===== config.mk =====
export PLATFORM = sky130hd
export DESIGN_NAME = dread_retry_ctl
export DESIGN_NICKNAME = d
export VERILOG_FILES = /design/src/rtl/dread_pkg.sv /design/src/rtl/dread_attempt_ctr.sv /design/src/rtl/dread_serr.sv /design/src/rtl/dread_retry_ctl.sv
export SDC_FILE = /design/constraint.sdc
export NUM_CORES = 1
export LEC_CHECK = 0
export ABC_AREA = 1
export CORE_MARGIN = 8
export CORE_UTILIZATION = 38
export DETAILED_ROUTE_END_ITERATION = 6
export DONT_BUFFER_PORTS = 1
export PLACE_DENSITY_LB_ADDON = 0.15
export SKIP_CTS_REPAIR_TIMING = 1
export SYNTH_ARGS = -nofsm -noshare
export SYNTH_HDL_FRONTEND = slang
export SYNTH_SLANG_ARGS = --single-unit

===== constraint.sdc =====
create_clock -name clk -period 1.7 [get_ports clk]
set_input_delay 0.17 -clock clk [delete_from_list [all_inputs] [get_ports clk]]
set_output_delay 0.17 -clock clk [all_outputs]
set_load 0.01 [all_outputs]

===== src/rtl/dread_pkg.sv =====
package dread_pkg;
    typedef enum logic [1:0] {
        ST_IDLE  = 2'd0,
        ST_ISSUE = 2'd1,
        ST_GAP   = 2'd2
    } dr_state_t;
endpackage


===== src/rtl/dread_attempt_ctr.sv =====
module dread_attempt_ctr #(
    parameter int CW      = 4,
    parameter int LIM_RST = 3
) (
    input  logic          clk,
    input  logic          rst_n,
    input  logic          clr,
    input  logic          inc,
    input  logic          lim_we,
    input  logic [CW-1:0] lim_in,
    output logic          exhaust
);
    localparam logic [CW-1:0] LIM_INIT = CW'(LIM_RST);

    logic [CW-1:0] cnt_q;
    logic [CW-1:0] lim_q;
    logic [CW:0]   eff_lim;
    logic [CW:0]   cnt_plus;

    always_ff @(posedge clk) begin
        if (!rst_n) begin
            lim_q <= LIM_INIT;
        end else if (lim_we) begin
            lim_q <= lim_in;
        end
    end

    always_ff @(posedge clk) begin
        if (!rst_n) begin
            cnt_q <= '0;
        end else if (clr) begin
            cnt_q <= '0;
        end else if (inc) begin
            cnt_q <= cnt_q + 1'b1;
        end
    end

    always_comb begin
        eff_lim  = (lim_q == '0) ? (CW+1)'(1) : {1'b0, lim_q};
        cnt_plus = {1'b0, cnt_q} + 1'b1;
        exhaust  = (cnt_plus >= eff_lim);
    end


    cnt_clear_chk: assert property (@(posedge clk) disable iff (!rst_n)
        clr |=> (cnt_q == '0));


    no_inc_past_limit_chk: assert property (@(posedge clk) disable iff (!rst_n)
        inc |-> !exhaust);
endmodule


===== src/rtl/dread_serr.sv =====
module dread_serr (
    input  logic clk,
    input  logic rst_n,
    input  logic set,
    input  logic clr,
    input  logic en,
    output logic sts,
    output logic serr_o
);
    always_ff @(posedge clk) begin
        if (!rst_n) begin
            sts <= 1'b0;
        end else if (set) begin
            sts <= 1'b1;
        end else if (clr) begin
            sts <= 1'b0;
        end
    end

    assign serr_o = sts & en;


    sts_sticky_chk: assert property (@(posedge clk) disable iff (!rst_n)
        (sts && !clr) |=> sts);


    sts_set_chk: assert property (@(posedge clk) disable iff (!rst_n)
        set |=> sts);
endmodule


===== src/rtl/dread_retry_ctl.sv =====
module dread_retry_ctl
    import dread_pkg::*;
#(
    parameter int CW      = 4,
    parameter int DW      = 32,
    parameter int LIM_RST = 3
) (
    input  logic          clk,
    input  logic          rst_n,
    input  logic          req_load,
    input  logic          cfg_we,
    input  logic [CW-1:0] cfg_lim,
    input  logic          serr_en,
    input  logic          err_clr,
    input  logic          tgt_devsel,
    input  logic          tgt_trdy,
    input  logic          tgt_stop,
    input  logic [DW-1:0] tgt_data,
    output logic          rd_active,
    output logic          q_push,
    output logic [DW-1:0] q_data,
    output logic          fin_ok,
    output logic          fin_fail,
    output logic          serr_sts,
    output logic          serr_o
);
    dr_state_t state_q, state_d;
    logic      got_q;
    logic      beat, ended, give_up, retry, exhaust, start;

    always_ff @(posedge clk) begin
        if (!rst_n) begin
            state_q <= ST_IDLE;
            got_q   <= 1'b0;
        end else begin
            state_q <= state_d;
            if (start) begin
                got_q <= 1'b0;
            end else if (beat) begin
                got_q <= 1'b1;
            end
        end
    end

    always_comb begin
        rd_active = (state_q == ST_ISSUE);
        start     = (state_q == ST_IDLE) && req_load;
        beat      = rd_active && tgt_devsel && tgt_trdy;
        ended     = rd_active && tgt_stop;
        fin_ok    = ended && (got_q || beat);
        give_up   = ended && !(got_q || beat) && exhaust;
        retry     = ended && !(got_q || beat) && !exhaust;
        fin_fail  = give_up;
        q_push    = beat;
        q_data    = tgt_data;
        state_d   = state_q;
        unique case (state_q)
            ST_IDLE:  if (req_load) state_d = ST_ISSUE;
            ST_ISSUE: begin
                if (fin_ok || give_up) state_d = ST_IDLE;
                else if (retry)        state_d = ST_GAP;
            end
            ST_GAP:   state_d = ST_ISSUE;
            default:  state_d = ST_IDLE;
        endcase
    end

    dread_attempt_ctr #(.CW(CW), .LIM_RST(LIM_RST)) u_ctr (
        .clk     (clk),
        .rst_n   (rst_n),
        .clr     (start || beat),
        .inc     (retry),
        .lim_we  (cfg_we),
        .lim_in  (cfg_lim),
        .exhaust (exhaust)
    );

    dread_serr u_serr (
        .clk    (clk),
        .rst_n  (rst_n),
        .set    (give_up),
        .clr    (err_clr),
        .en     (serr_en),
        .sts    (serr_sts),
        .serr_o (serr_o)
    );


    push_in_attempt_chk: assert property (@(posedge clk) disable iff (!rst_n)
        q_push |-> rd_active);


    gap_after_retry_chk: assert property (@(posedge clk) disable iff (!rst_n)
        retry |=> (!rd_active ##1 rd_active));


    done_goes_idle_chk: assert property (@(posedge clk) disable iff (!rst_n)
        fin_ok |=> !rd_active);


    fail_sets_err_chk: assert property (@(posedge clk) disable iff (!rst_n)
        fin_fail |=> (serr_sts && !rd_active));


    gated_out_chk: assert property (@(posedge clk) disable iff (!rst_n)
        serr_o |-> serr_sts);


    one_ending_chk: assert property (@(posedge clk) disable iff (!rst_n)
        !(fin_ok && fin_fail));
endmodule


==> metrics <==
Area growth syn-to-layout -7.78%; critical path data required time 1.53 ns; mapped cell area 948 um2; total track usage 0.0799; PwrDens 751 nW/um2; Via density 4.68; initial antenna violation count 0; total CTS buffers 3; share of layout cells above drive strength 1 0.232; Netlist cell types 20; yosys warns 0; DP Area 785 um2; failing checks negative setup slack; net count after synthesis 186; Post-Route WL 1770 um; switching portion of total power 0.278; Final period util 1.13; mux cell area share after synthesis 0; clk buf depth 2; Clock Pin Slew Worst Setup and Hold Paths 0.08 ns; largest net degree at the start of global routing 8; Final Hold Viols 0; minimum clock period 1.93 ns; maximum clock frequency 518 MHz; grt ovf 0; core area 2430 um2; CP most frequent cell nand2_2; max_cap viols 0; Syn Inst Count 136; Slew Limit Headroom 0.791; Post-Layout Cell Count 142; Syn Area/Cell 6.97 um2; Synth Area in Simple Gates 0.241; P_sw 183 uW; CP max stage delay 0.34 ns; Residual DRC 0; CTS tree done; Worst Tran Pin Value 0.313 ns; pre-CTS setup slack -0.0696 ns; CP cell instances ha_4 -> xnor2_2 -> inv_1 -> ha_4 -> nand2_2 -> inv_1 -> nand2_1 -> nand2_2 -> nand2_4 -> nand2_2 -> nand2_2 -> inv_2; fin worst setup slack -0.229 ns; final setup fails 1; area leader, netlist dfxtp_1; Die Ht 66.0 um; vias in the first global route 619; DR iter-0 viols 15; placed insts 136; Static Leakage 0.424 nW; first drt pass iteration count 4; Die W 66.0 um; Max Slew Vio Count 0; hpwl dp 1430 um; GP Congestion 0.737; Clk pwr share 0.343; Starting Density 0.390; antenna-violating nets left 0; fin nets 163; Setup crit start kind register; DR WL/cell 12.4 um; sequential area share after synthesis 0.253; Final Cell Area 875 um2; worst vdd rail ir drop 0.423 mV; main combinational cell family by area after synthesis buffers and inverters; Comb power frac 0.193; worst clock skew 0.00240 ns; cell row count 18; Post-Synth Adder-Cell Area 0.0660; I/O pin count 83; clk sinks 12; worst-path maximum fanout 6; top cells by area, synth dfxtp_1 (25%), buf_4 (25%), inv_1 (10%); port bufs 0; Int Pwr 474 uW; status finished with violations; Reg power frac 0.464; CP Capture Type output pin; vias 665; worst min-delay path category primary input to register; diodes inserted 0; die area 4350 um2; CP max-delay cell dfxtp_2; area share of the largest cell type after synthesis 0.253; H-tree Lvls 1; Worst EP arrival 1.76 ns; CTS root buf clkbuf_4; complex-gate fraction of the synthesized area 0.0646; Crit Path Category register to output pin; Clk Latency, worst-skew pair 0.27 ns; Synth Area in XOR/XNOR 0.00923; first-pass GRT wire length 2750 um; synthesis-stage register bit count 12; RSZ-0062 raised after global routing true
==> metrics by stage <==
stage          hold WS [ns]  utilization  TNS [ns]  total power, mW
3_5_place_dp          0.260        0.323    -0.209            0.420
4_1_cts             -0.0341        0.337    -0.701            0.652
3_3_place_gp          0.258        0.323    -0.114            0.421
2_1_floorplan         0.254            -         0            0.476
5_1_grt             0.00769        0.360    -0.750            0.703
6_report             0.0238        0.360    -0.229            0.657
==> power groups by stage <==
stage,Combinational [mW],Sequential (mW),Clock (mW)
2_1_floorplan,0.165,0.311,0
3_3_place_gp,0.109,0.311,0
3_5_place_dp,0.109,0.311,0
4_1_cts,0.109,0.305,0.238
5_1_grt,0.145,0.306,0.252
6_report,0.127,0.305,0.226
==> routing by layer <==
layer,GRT usage,vias up,wire length [um]
li1,-,340,-
met3,0.0593,10,234
met5,0,-,0
met2,0.110,29,741
met1,0.0898,286,767
met4,0.0373,0,24
==> layout make-up <==
class	instances	area, um2
clock buffers	4	36.3
fillers	269	1560
inverters	28	106
multi-input cells	64	417
flip-flops and latches	12	243
well taps	30	37.5
repair buffers	4	35.0
==> synth_stat cells <==
master and count:
a31o_2 1, inv_1 26, a21oi_1 6, nand4_1 5
xnor2_1 1, ha_1 5, o21ai_0 3, clkinv_2 1
dfxtp_1 12, nor2_2 1, nand4_2 1, inv_2 1
nor2_1 8, nor3_1 3, nand3_1 3, buf_4 32
nand3_4 1, nor2_4 1, nand2_1 24, o21bai_1 1
==> registers in the layout, summed over array words and instances (netlist names) <==
| register | cells |
|---|---|
| u_serr.sts | 1 |
| state_q | 2 |
| u_ctr.lim_q | 4 |
| u_ctr.cnt_q | 4 |
| got_q | 1 |
==> logic make-up after synthesis <==
family | count (synthesis)
xor gates and xnor gates | 1
DFF | 12
buffers and inverters | 60
adders and majority gates | 5
AOI/OAI and AO/OA | 11
and+or+nand+nor | 47
==> worst max-delay path, delay by kind of cell (launching register included) <==
family | cells | cell delay, ns
xor gates and xnor gates | 1 | 0.14
adders and majority gates | 2 | 0.43
buffers and inverters | 3 | 0.20
DFF | 1 | 0.34
and+or+nand+nor | 6 | 0.36
==> cell usage in the layout (no fill, tap or decap), drive strengths merged <==
master / instances
nor3: 3
nand3: 4
dfxtp: 12
buf: 2
inv: 27
o21ai: 3
o21bai: 1
xnor2: 1
a31o: 1
a21oi: 6
nand2: 24
nor2: 10
dlygate4sd3: 2
clkbuf: 4
ha: 5
nand4: 6
clkinv: 1
==> path summary, 6_finish.rpt <==
path	from	to	slack [ns]	depth (start not counted)
setup / recovery	u_ctr.cnt_q[1]	fin_fail	-0.23	12
hold / removal	cfg_we	u_ctr.lim_q[1]	0.02	2
setup reg to reg	u_ctr.cnt_q[1]	u_ctr.cnt_q[1]	0.03	11
hold reg to reg	u_ctr.lim_q[0]	u_ctr.lim_q[0]	0.48	2
(Power assumes the default switching activity.)
